--- src/rtl/vec_exc_pkg.sv ---
package vec_exc_pkg;
  localparam int unsigned NUM_IRQ_LVL = 4;
  localparam int unsigned NUM_EVT     = NUM_IRQ_LVL + 2;
  localparam int unsigned LVL_W       = $clog2(NUM_EVT + 1);
  typedef logic [LVL_W-1:0] lvl_t;
  localparam lvl_t LVL_THREAD = '0;
  localparam lvl_t LVL_EXC    = lvl_t'(NUM_IRQ_LVL + 1);
  localparam lvl_t LVL_NMI    = lvl_t'(NUM_IRQ_LVL + 2);
endpackage

--- src/rtl/vec_prio_sel.sv ---
module vec_prio_sel
  import vec_exc_pkg::*;
(
  input  logic                   nmi_c,
  input  logic                   exc_c,
  input  logic [NUM_IRQ_LVL-1:0] irq_c,
  input  lvl_t                   cur_lvl,
  output logic                   fire,
  output lvl_t                   win_lvl
);
  // later assignments win: lowest rank first, highest rank last
  always_comb begin
    win_lvl = LVL_THREAD;
    for (int i = 0; i < NUM_IRQ_LVL; i++) begin
      if (irq_c[i]) win_lvl = lvl_t'(i + 1);
    end
    if (exc_c) win_lvl = LVL_EXC;
    if (nmi_c) win_lvl = LVL_NMI;
    fire = (win_lvl > cur_lvl);
  end
endmodule

--- src/rtl/vec_nest_stack.sv ---
module vec_nest_stack #(
  parameter int unsigned DEPTH = 6,
  parameter int unsigned W     = 3
) (
  input  logic         clk,
  input  logic         rst_n,
  input  logic         push,
  input  logic [W-1:0] push_data,
  input  logic         pop,
  output logic [W-1:0] top,
  output logic         empty
);
  localparam int unsigned PTR_W = $clog2(DEPTH + 1);
  localparam logic [PTR_W-1:0] PTR_MAX = PTR_W'(DEPTH);

  logic [W-1:0]     mem_q [DEPTH];
  logic [PTR_W-1:0] ptr_q, ptr_n;
  logic             do_push, do_pop;

  always_comb begin
    do_push = push && (ptr_q != PTR_MAX);
    do_pop  = pop && (ptr_q != '0);
    ptr_n   = ptr_q;
    if (do_push)     ptr_n = ptr_q + 1'b1;
    else if (do_pop) ptr_n = ptr_q - 1'b1;
    empty = (ptr_q == '0);
    top   = empty ? '0 : mem_q[ptr_q - 1'b1];
  end

  always_ff @(posedge clk or negedge rst_n) begin
    if (!rst_n) ptr_q <= '0;
    else        ptr_q <= ptr_n;
  end

  always_ff @(posedge clk) begin
    if (do_push) mem_q[ptr_q] <= push_data;
  end
endmodule

--- src/rtl/vec_exc_ctrl.sv ---
module vec_exc_ctrl
  import vec_exc_pkg::*;
#(
  parameter int unsigned ADDR_W      = 32,
  parameter int unsigned ALIGN_BITS  = 8,
  parameter int unsigned STACK_DEPTH = 6,
  parameter logic [NUM_EVT-1:0][15:0] VEC_OFS =
    {16'h0000, 16'h0010, 16'h004C, 16'h0048, 16'h0044, 16'h0040}
) (
  input  logic                   clk,
  input  logic                   rst_n,
  input  logic                   nmi_req,
  input  logic                   exc_req,
  input  logic [NUM_IRQ_LVL-1:0] irq_req,
  input  logic [NUM_IRQ_LVL-1:0] irq_mask,
  input  logic                   glob_mask,
  input  logic                   base_we,
  input  logic [ADDR_W-1:0]      base_wdata,
  input  logic                   ret_strobe,
  output logic                   req_pulse,
  output logic [ADDR_W-1:0]      vec_addr,
  output logic [LVL_W-1:0]       cur_level,
  output logic                   stack_err
);
  localparam int unsigned IDX_W = $clog2(NUM_EVT);

  logic              nmi_d_q, nmi_pend_q, nmi_pend_n;
  logic [ADDR_W-1:0] base_q, base_n, vec_q, vec_n;
  lvl_t              lvl_q, lvl_n;
  logic              req_q, err_q;
  logic              nmi_rise, nmi_c, fire, take, pop_ok;
  logic [NUM_IRQ_LVL-1:0] irq_c;
  lvl_t              win_lvl, stk_top;
  logic              stk_empty;
  logic [IDX_W-1:0]  ofs_idx;

  always_comb begin
    nmi_rise = nmi_req & ~nmi_d_q;
    nmi_c    = nmi_pend_q | nmi_rise;
    irq_c    = irq_req & ~irq_mask & {NUM_IRQ_LVL{~glob_mask}};
  end

  vec_prio_sel u_sel (
    .nmi_c   (nmi_c),
    .exc_c   (exc_c_w),
    .irq_c   (irq_c),
    .cur_lvl (lvl_q),
    .fire    (fire),
    .win_lvl (win_lvl)
  );

  logic exc_c_w;
  assign exc_c_w = exc_req;

  vec_nest_stack #(.DEPTH(STACK_DEPTH), .W(LVL_W)) u_stk (
    .clk       (clk),
    .rst_n     (rst_n),
    .push      (take),
    .push_data (lvl_q),
    .pop       (pop_ok),
    .top       (stk_top),
    .empty     (stk_empty)
  );

  always_comb begin
    take       = fire & ~ret_strobe;
    pop_ok     = ret_strobe & ~stk_empty;
    ofs_idx    = (win_lvl == LVL_THREAD) ? '0 : IDX_W'(win_lvl - 1'b1);
    lvl_n      = take ? win_lvl : (pop_ok ? stk_top : lvl_q);
    vec_n      = take ? (base_q + ADDR_W'(VEC_OFS[ofs_idx])) : vec_q;
    base_n     = base_we ? {base_wdata[ADDR_W-1:ALIGN_BITS], {ALIGN_BITS{1'b0}}} : base_q;
    nmi_pend_n = nmi_c & ~(take && (win_lvl == LVL_NMI));
  end

  always_ff @(posedge clk or negedge rst_n) begin
    if (!rst_n) begin
      nmi_d_q    <= 1'b0;
      nmi_pend_q <= 1'b0;
      base_q     <= '0;
      vec_q      <= '0;
      lvl_q      <= LVL_THREAD;
      req_q      <= 1'b0;
      err_q      <= 1'b0;
    end else begin
      nmi_d_q    <= nmi_req;
      nmi_pend_q <= nmi_pend_n;
      if (base_we) base_q <= base_n;
      if (take)    vec_q  <= vec_n;
      if (take || pop_ok) lvl_q <= lvl_n;
      req_q      <= take;
      err_q      <= ret_strobe & stk_empty;
    end
  end

  assign req_pulse = req_q;
  assign vec_addr  = vec_q;
  assign cur_level = lvl_q;
  assign stack_err = err_q;
endmodule

--- config.mk ---
export PLATFORM = sky130hd
export DESIGN_NAME = vec_exc_ctrl
export DESIGN_NICKNAME = d
export VERILOG_FILES = /design/src/rtl/vec_exc_pkg.sv /design/src/rtl/vec_prio_sel.sv /design/src/rtl/vec_nest_stack.sv /design/src/rtl/vec_exc_ctrl.sv
export SDC_FILE = /design/constraint.sdc
export NUM_CORES = 1
export LEC_CHECK = 0
export BUFFER_PORTS_ARGS = -buffer_cell sky130_fd_sc_hd__buf_2
export CORE_AREA = 2 2 96 98
export DETAILED_ROUTE_END_ITERATION = 10
export DIE_AREA = 0 0 98 100
export PLACE_DENSITY = 0.65
export SKIP_LAST_GASP = 1
export SLEW_MARGIN = 20
export SYNTH_ARGS = -nofsm -noshare
export SYNTH_HDL_FRONTEND = slang
export SYNTH_SLANG_ARGS = --single-unit
--- constraint.sdc ---
create_clock -name clk -period 2.3 [get_ports clk]
set_input_delay 0.69 -clock clk [delete_from_list [all_inputs] [get_ports clk]]
set_output_delay 0.69 -clock clk [all_outputs]
set_load 0.02 [all_outputs]
==> impl_metrics.yaml, run 1 <==
run_status:
  status: "finished with violations"
  violations: "setup timing"
worst_setup_path:
  worst-path-max-fanout: 4
  worstPathArrival_ns: 2.61
  rrSetupSlack_ns: 0.03
  cp-start-kind: "input pin"
  startpoint: "irq_mask[1]"
  end_kind: "flop"
  r2r_end: "cur_level[0]$_DFFE_PN0P_"
  crit_path_frequent_cell: "buf_4"
  required_ns: 2.54
  worstSetupEndpoint: "cur_level[0]$_DFFE_PN0P_"
  critPathKind: "in2reg"
  r2r-start: "nmi_d_q$_DFF_PN0_"
  path_cells: "buf_2 -> nand2b_4 -> a31oi_1 -> o31ai_2 -> nand2_1 -> ha_4 -> a31oi_4 -> o21ai_4 -> buf_4 -> buf_4 -> and3_1 -> a311o_1"
  cp_slowest_cell: "a311o_1"
  cp_slowest_stage_delay_ns: 0.26
  ff2ff_path_depth: 12
cells_and_area:
  multi_input_area_sq_um: 1460
  layout.nets: 439
  fillers: 773
  ff_latch_area_sq_um: 2090
  utilization_pct: 52.7
  fin_area_sq_um: 4690
  instances_no_fill: 501
  drive_above_1_share_pct: 50.8
  area_growth_pct: 39.5
  insertedDiodeCount: 0
timing:
  fin_skew_ns: 0.00876
  slew_headroom_pct: 62.5
  whs_ns: 0.324
  worst_slack_ns: -0.0613
  fin_tns_setup_ns: -0.388
  tightest_slew_ns: 0.563
  fmax_ghz: 0.423
  finalHoldViolCount: 0
  fin_crit_sh_pct: 103
  rsz0062_at_grt: "true"
  drv_slew: 0
  min_period_ns: 2.36
  setup_viol: 17
power:
  max-vdd-ir-drop_uv: 673
  p_int_mw: 3.84
  switching_power_mw: 2.59
  seqPwrFrac_pct: 33.6
  power_frac_clock_pct: 16.5
  leakagePower_nw: 2.26
  power.total_mw: 6.43
  comb_power_share_pct: 49.9
  swShare_pct: 40.3
  power_density_nw_per_um2: 1370
die:
  die_x_um: 98
  start_util_pct: 37.8
  fp-row-count: 35
  die_y_um: 100
  io_pins: 84
  design.core.area_sq_um: 8890
  dieArea_sq_um: 9800
clock_tree:
  cts_buffers: 9
  clkSlewWorstSetupHoldPaths_ns: 0.09
  clock-sinks: 80
  ctsHtreeMaxLevel: 3
  clock-root-buffer: "clkbuf_8"
  cts_tree: "yes"
  postCtsHoldBufs: 0
  clockBufferDepth: 2
  clock_latency_ns: 0.35
synth:
  netlist.area_leader.share_pct: 46.2
  synthArstFlopShare_pct: 77.5
  syn_inst: 283
  syn-mean-instance-area_sq_um: 11.9
  post-synth-top-count-cell: "nand2_1"
  ys_top_cells_by_count: "nand2_1 (86), dfrtp_1 (62), mux2_2 (25)"
  synth_top_cell_by_area: "dfrtp_1"
  synth_warnings: 0
  yosys-top-cells-area: "dfrtp_1 (46%), edfxtp_1 (16%), nand2_1 (9.6%)"
  synth_edf_count: 18
  synth-seq-area-share_pct: 62.2
  ys_types: 37
  synth_flop_cell: "dfrtp_1"
  synth_area_sq_um: 3360
  synth-seq-cells: 80
grt:
  grt_pass1_wl_um: 11600
  grt_max_degree: 63
  antenna_found_initial: 0
  first_global_vias: 2466
  overflow: 0
  grt_util_all_layers_pct: 15.1
hold_path:
  hold_class: "in2async"
detailed_routing:
  firstDrtPassIters: 5
  via_per_inst: 4.81
  dr.first_iter.drc_count: 83
  wl_per_cell_um: 15.0
  via_count: 2412
  drt_wl_total_um: 7530
  drc: 0
  detail-route-antenna-nets: 0
placed_design:
  place_area_sq_um: 4090
  post-place-cells: 476
  placement.io_buffers: 71
  dpl_worst_slack_ns: -0.574
  hpwl_um: 4830
  gp_congestion: 0.747
flow_run:
  drv_cap: 0
[routing by layer]
| layer | track usage, % | wire length, um |
|---|---|---|
| met4 | 3.53 | 85 |
| met5 | 0 | 0 |
| met1 | 18.8 | 3200 |
| met3 | 6.82 | 436 |
| met2 | 24.2 | 3810 |
[placed cells by master (no fill, tap or decap), types with 3 or more instances in the layout]
cell / n
buf_2: 67
dfrtp_1: 62
nand2_1: 61
mux2_2: 24
buf_4: 21
nand2_2: 18
edfxtp_1: 18
clkbuf_8: 9
buf_6: 9
inv_1: 8
nand2_4: 7
nor2_1: 5
ha_1: 5
buf_12: 5
mux2i_1: 4
conb_1: 4
nand2b_1: 3
nor2b_4: 3
nor4_4: 3
a221o_1: 3
o21ai_0: 3
inv_6: 3
[how the worst min path moves through the flow]
stage	start	to	slack, ns	cells after the start
after floorplan	rst_n	base_q[10]$_DFFE_PN0P_	0.39	0
after CTS	rst_n	base_q[20]$_DFFE_PN0P_	0.33	2
after detailed placement	base_q[17]$_DFFE_PN0P_	vec_addr[17]$_DFFE_PN0P_	0.45	2
final	rst_n	vec_addr[18]$_DFFE_PN0P_	0.32	2
after global placement	base_q[20]$_DFFE_PN0P_	vec_addr[20]$_DFFE_PN0P_	0.44	2
after global routing	rst_n	base_q[14]$_DFFE_PN0P_	0.33	2
[flip-flops by register name, summed over array words and instances (netlist names)]
| name | flops |
|---|---|
| nmi_pend_q | 1 |
| u_stk.ptr_q | 3 |
| cur_level | 3 |
| stack_err | 1 |
| u_stk.mem_q | 18 |
| req_pulse | 1 |
| base_q | 24 |
| vec_addr | 28 |
| nmi_d_q | 1 |
[cell type report]
class	count	area share, %
clock buffers	9	2.64
well taps	111	2.96
clock inverters	7	1.63
multi-input cells	180	31.2
inverters	9	0.774
repair buffers	105	16.2
flip-flops and latches	80	44.6
[kinds of logic (layout without fill, tap and decap cells)]
| kind of cell | count (synthesis) | in the layout | share of synthesized area (%) |
|---|---|---|---|
| AOI/OAI and AO/OA | 20 | 20 | 4.24 |
| and+or+nand+nor | 115 | 115 | 14.4 |
| muxes | 32 | 32 | 11.8 |
| DFF | 80 | 80 | 62.2 |
| adders and majority gates | 7 | 7 | 2.61 |
| other | 1 | 4 | 0.112 |
| buffers and inverters | 26 | 130 | 4.10 |
| xor gates and xnor gates | 2 | 2 | 0.521 |
[power groups by stage]
stage	clock network (mW)	registers [mW]	logic, mW
2_1_floorplan	0	2.46	1.37
3_3_place_gp	0	2.14	2.53
3_5_place_dp	0	2.16	2.59
4_1_cts	1.09	2.14	2.79
5_1_grt	1.16	2.21	3.48
6_report	1.06	2.16	3.21
[what timing repair did]
action                     in CTS  in global routing
setup buffers                   5                  1
pin swaps                      15                 27
gates cloned                    0                  3
hold endpoints to repair        0                  0
resized for setup              18                 50
setup endpoints to repair      53                 54
[critical path, delay by kind of cell]
| kind | cells | cell delay [ns] |
|---|---|---|
| fa+ha+maj | 1 | 0.24 |
| compound gates | 5 | 0.91 |
| simple gates | 3 | 0.40 |
| buf+inv | 3 | 0.38 |
Note: power is estimated with default switching activity, not from simulation.
==> run 2: changes to the inputs <==
CORE_AREA = 2 2 83 85   (was 2 2 96 98)
DIE_AREA = 0 0 85 87   (was 0 0 98 100)
PLACE_DENSITY = 0.8   (was 0.65)
clock period = 2.61 ns   (was 2.3 ns; I/O delays follow)
==> run 2 against run 1 <==
- the flow now finishes without violations
- highest routed layer unchanged
- worst setup slack gained 0.092 ns
- largest cell class unchanged
- core utilization grew 13 points
- critical path depth shrank 3
- first-iteration DRC count grew to 2.8 times the previous value
- sequential share of layout area grew 3.5 points
- combinational power shrank 30%
- sequential power shrank 11%
- wire length shrank 6.0%
==> impl_metrics.yaml, run 2 (synthesis gave the netlist of run 1 again) <==
placed_design:
  placement.io_buffers: 71
  gp_congestion: 0.843
  post-place-cells: 441
  hpwl_um: 4820
worst_setup_path:
  cp-start-kind: "input pin"
  r2r-start: "nmi_d_q$_DFF_PN0_"
  startpoint: "irq_req[3]"
  required_ns: 2.85
  worstPathArrival_ns: 2.82
  crit_family: "compound AO/OA/AOI/OAI gates"
  path_cells: "buf_6 -> nor2b_4 -> o41ai_4 -> ha_1 -> and3b_2 -> o21ai_4 -> inv_4 -> buf_12 -> a221o_1"
  end_kind: "flop"
  worst-path-max-fanout: 6
  cp_slowest_stage_delay_ns: 0.37
  cp_slowest_cell: "o41ai_4"
  critPathKind: "in2reg"
  critical_path_buf_inv_count: 3
detailed_routing:
  detail-route-antenna-nets: 0
  dr.first_iter.drc_count: 231
  via_per_inst: 5.12
  wl_per_cell_um: 15.4
  drc: 0
  drt_wl_total_um: 7080
  via_count: 2361
  firstDrtPassIters: 4
clock_tree:
  clkSlewWorstSetupHoldPaths_ns: 0.09
  ctsHtreeMaxLevel: 3
  clock-root-buffer: "clkbuf_8"
  cts_buffers: 9
  cts_tree: "yes"
  clockBufferDepth: 2
  postCtsHoldBufs: 0
  clock_latency_ns: 0.37
  clock-sinks: 80
cells_and_area:
  insertedDiodeCount: 0
  area_growth_pct: 29.3
  largest_register_ff_count: 28
  layout.nets: 430
  final_cell_mix: "nand2_1 (85), buf_2 (70), dfrtp_1 (62)"
  utilization_pct: 66.1
  mostFrequentLayoutCell: "nand2_1"
  fillers: 481
  drive_above_1_share_pct: 41.7
  instances_no_fill: 461
die:
  design.core.area_sq_um: 6570
  fp-row-count: 30
  dieArea_sq_um: 7400
  start_util_pct: 51.2
  io_pins: 84
  die_y_um: 87
  die_x_um: 85
timing:
  rsz0062_at_grt: "true"
  min_period_ns: 2.58
  setup_viol: 0
  slew_headroom_pct: 58.3
  drv_slew: 0
  fin_skew_ns: 0.00897
  finalHoldViolCount: 0
  fin_tns_setup_ns: 0
  fmax_ghz: 0.388
  fin_crit_sh_pct: 98.8
  tightest_slew_ns: 0.625
flow_run:
  drv_cap: 0
grt:
  grt_util_all_layers_pct: 20.1
  overflow: 0
  first_global_vias: 2343
  grt_pass1_wl_um: 11400
  antenna_found_initial: 0
  grt_max_degree: 37
run_status:
  status: "finished, final reports clean"
hold_path:
  hold_class: "in2async"
power:
  leakagePower_nw: 2.12
  max-vdd-ir-drop_uv: 785
  power_density_nw_per_um2: 1190
-- run 2: layout make-up --
type | count | area, sq um | share of cell area (%)
repair buffers | 96 | 599 | 13.8
multi-input cells | 180 | 1300 | 29.9
clock inverters | 6 | 70.1 | 1.61
flip-flops and latches | 80 | 2090 | 48.2
well taps | 80 | 100 | 2.30
clock buffers | 10 | 149 | 3.43
inverters | 9 | 36.3 | 0.835
-- run 2: what timing repair did --
item,in CTS,in global routing
buffers inserted,0,4
resized for setup,0,13
setup endpoints to repair,0,6
-- run 2: worst paths after layout --
| check | end | cells after the start | slack, ns |
|---|---|---|---|
| setup / recovery | cur_level[2]$_DFFE_PN0P_ | 9 | 0.03 |
| min in group clk | vec_addr[21]$_DFFE_PN0P_ | 2 | 0.46 |
| setup reg to reg | cur_level[2]$_DFFE_PN0P_ | 9 | 0.26 |
| max in group asynchronous | vec_addr[3]$_DFFE_PN0P_ | 2 | 1.56 |
| hold / removal | base_q[20]$_DFFE_PN0P_ | 1 | 0.42 |
| hold reg to reg | vec_addr[21]$_DFFE_PN0P_ | 2 | 0.46 |
-- run 2: report_power, final --
group          internal (mW)  total, mW  switching, mW
Combinational          0.939       2.26           1.32
Clock                  0.510      0.992          0.482
Sequential              1.67       1.92          0.253
-- run 2: worst reg2reg max path: cells and delay by family, from the launching register on --
| kind | cells | cell delay (ns) |
|---|---|---|
| AO/OA/AOI/OAI | 3 | 0.74 |
| AND/OR/NAND/NOR | 3 | 0.53 |
| flip-flops | 1 | 0.38 |
| adder cells (fa/ha/maj) | 1 | 0.34 |
| buffers and inverters | 2 | 0.24 |
-- run 2: routing by layer --
| metal | track usage, % | part of all wire (%) |
|---|---|---|
| met4 | 7.65 | 2.0 |
| met3 | 7.58 | 6.2 |
| met5 | 0 | 0 |
| met1 | 26.1 | 43 |
| met2 | 31.1 | 49 |
-- run 2: through the flow --
stage | hold WS (ns) | setup slack [ns] | instance area [sq um] | total power [mW]
3_3_place_gp | 0.443 | -0.284 | 4030 | 4.04
3_5_place_dp | 0.449 | -0.314 | 4030 | 4.12
4_1_cts | 0.424 | 0.0534 | 4250 | 5.12
5_1_grt | 0.460 | -0.0284 | 4340 | 5.52
2_1_floorplan | 0.435 | -0.0205 | 3480 | 3.37
6_report | 0.418 | 0.0311 | 4340 | 5.18
==> run 3: changes to the inputs <==
RECOVER_POWER = 100   (was not set)
==> run 3 against run 2 <==
- critical endpoint unchanged
- clock skew is essentially flat
- the run now ends with capacitance limit, slew limit left
- critical path depth unchanged
- clock power decreased by 0.4%
==> impl_metrics.yaml, run 3 (synthesis gave the netlist of run 1 again) <==
clock_tree:
  clock-sinks: 80
  postCtsHoldBufs: 0
  ctsHtreeMaxLevel: 3
  clockBufferDepth: 2
  clkSlewWorstSetupHoldPaths_ns: 0.08
  cts_tree: "yes"
  clock-root-buffer: "clkbuf_8"
  clock_latency_ns: 0.36
  cts_buffers: 9
timing:
  fin_skew_ns: 0.00878
  setup_viol: 0
  min_period_ns: 2.59
  fmax_ghz: 0.387
  whs_ns: 0.465
  fin_crit_sh_pct: 99.1
  slew_headroom_pct: -0.389
  rsz0062_at_grt: "true"
  finalHoldViolCount: 0
  tightest_slew_ns: 1.51
  drv_slew: 26
grt:
  grt_pass1_wl_um: 11400
  grt_util_all_layers_pct: 20.1
  grt_max_degree: 37
  overflow: 0
  first_global_vias: 2343
  antenna_found_initial: 0
cells_and_area:
  mostFrequentLayoutCell: "nand2_1"
  drive_above_1_share_pct: 32.0
  final_cell_mix: "nand2_1 (85), dfrtp_1 (62), clkbuf_1 (37)"
  layout.nets: 430
  largest_register_ff_count: 28
  insertedDiodeCount: 0
  area_growth_pct: 27.8
  fillers: 502
worst_setup_path:
  cp-start-kind: "input pin"
  path_cells: "buf_6 -> nor2b_4 -> o41ai_4 -> ha_1 -> and3b_2 -> o21ai_4 -> inv_4 -> buf_12 -> a221o_1"
  cp_slowest_stage_delay_ns: 0.37
  worst-path-max-fanout: 6
  critPathKind: "in2reg"
  required_ns: 2.85
  worstPathArrival_ns: 2.82
  end_kind: "flop"
  cp_slowest_cell: "o41ai_4"
power:
  seqPwrFrac_pct: 37.8
  p_int_mw: 3.05
  switching_power_mw: 2.06
  leakagePower_nw: 2.00
  power_density_nw_per_um2: 1190
  max-vdd-ir-drop_uv: 779
  swShare_pct: 40.2
  comb_power_share_pct: 42.9
  power.total_mw: 5.11
  power_frac_clock_pct: 19.3
run_status:
  status: "finished with violations"
  violations: "capacitance limit, slew limit"
placed_design:
  gp_congestion: 0.843
  placement.io_buffers: 71
  hpwl_um: 4820
detailed_routing:
  via_per_inst: 5.12
  firstDrtPassIters: 4
  drc: 0
  wl_per_cell_um: 15.4
  detail-route-antenna-nets: 0
  drt_wl_total_um: 7080
  via_count: 2360
  dr.first_iter.drc_count: 234
die:
  design.core.area_sq_um: 6570
  fp-row-count: 30
  dieArea_sq_um: 7400
  start_util_pct: 51.2
  io_pins: 84
  die_y_um: 87
  die_x_um: 85
flow_run:
  drv_cap: 1
hold_path:
  hold_class: "reg2reg"
==> run 3: cell type report <==
cell class                      instances  area [sq um]  share of cell area [%]
Sequential cell                        80          2090                    48.7
Multi-Input combinational cell        180          1300                    30.2
Timing Repair Buffer                   96           551                    12.8
Clock buffer                           10           149                    3.47
Tap cell                               80           100                    2.33
Clock inverter                          6          70.1                    1.63
Inverter                                9          36.3                   0.845
==> run 3: final timing paths <==
check | startpoint | to | slack (ns) | cells after the start
setup / recovery | irq_req[3] | cur_level[2]$_DFFE_PN0P_ | 0.02 | 9
min in group asynchronous | rst_n | base_q[20]$_DFFE_PN0P_ | 0.77 | 1
hold reg to reg | base_q[21]$_DFFE_PN0P_ | vec_addr[21]$_DFFE_PN0P_ | 0.46 | 2
hold / removal | base_q[21]$_DFFE_PN0P_ | vec_addr[21]$_DFFE_PN0P_ | 0.46 | 2
setup reg to reg | nmi_d_q$_DFF_PN0_ | cur_level[2]$_DFFE_PN0P_ | 0.26 | 9
max in group asynchronous | rst_n | vec_addr[3]$_DFFE_PN0P_ | 0.96 | 2
==> run 3: power by group through the flow <==
stage	combinational (mW)	clock, mW	sequential, mW
after floorplan	1.20	0	2.17
after global placement	2.12	0	1.92
after detailed placement	2.18	0	1.94
after CTS	2.18	1.01	1.93
after global routing	2.41	1.07	1.98
final	2.19	0.988	1.93
==> run 3: per-stage QoR <==
stage                     cells  TNS [ns]  utilization, %  setup WS (ns)  area (sq um)
after floorplan             286   -0.0259               -        -0.0205          3480
after global placement      441     -9.64            61.4         -0.284          4030
after detailed placement    441    -11.15            61.4         -0.314          4030
after CTS                   457         0            64.7         0.0534          4250
after global routing        461   -0.0536            65.4        -0.0285          4300
final                       461         0            65.4         0.0232          4300
==> run 3: routing by layer <==
| metal | up-vias | global-route usage (%) | part of all wire [%] |
|---|---|---|---|
| met5 | - | 0 | 0 |
| met4 | 0 | 7.65 | 1.6 |
| met3 | 9 | 7.58 | 5.4 |
| met2 | 57 | 31.1 | 50 |
| met1 | 1153 | 26.1 | 43 |
| li1 | 1141 | - | - |
==> run 3: timing repair <==
| action | 4_1_cts | 5_1_grt |
|---|---|---|
| buffers inserted | 0 | 4 |
| resized for setup | 0 | 13 |
| endpoints found under the hold margin | 0 | 0 |
| setup endpoints to repair | 0 | 6 |
==> run 3: critical path, delay by kind of cell <==
kind	cells	cell delay [ns]
buffers and inverters	3	0.33
adders and majority gates	1	0.32
and+or+nand+nor	2	0.38
AOI/OAI and AO/OA	3	1.01
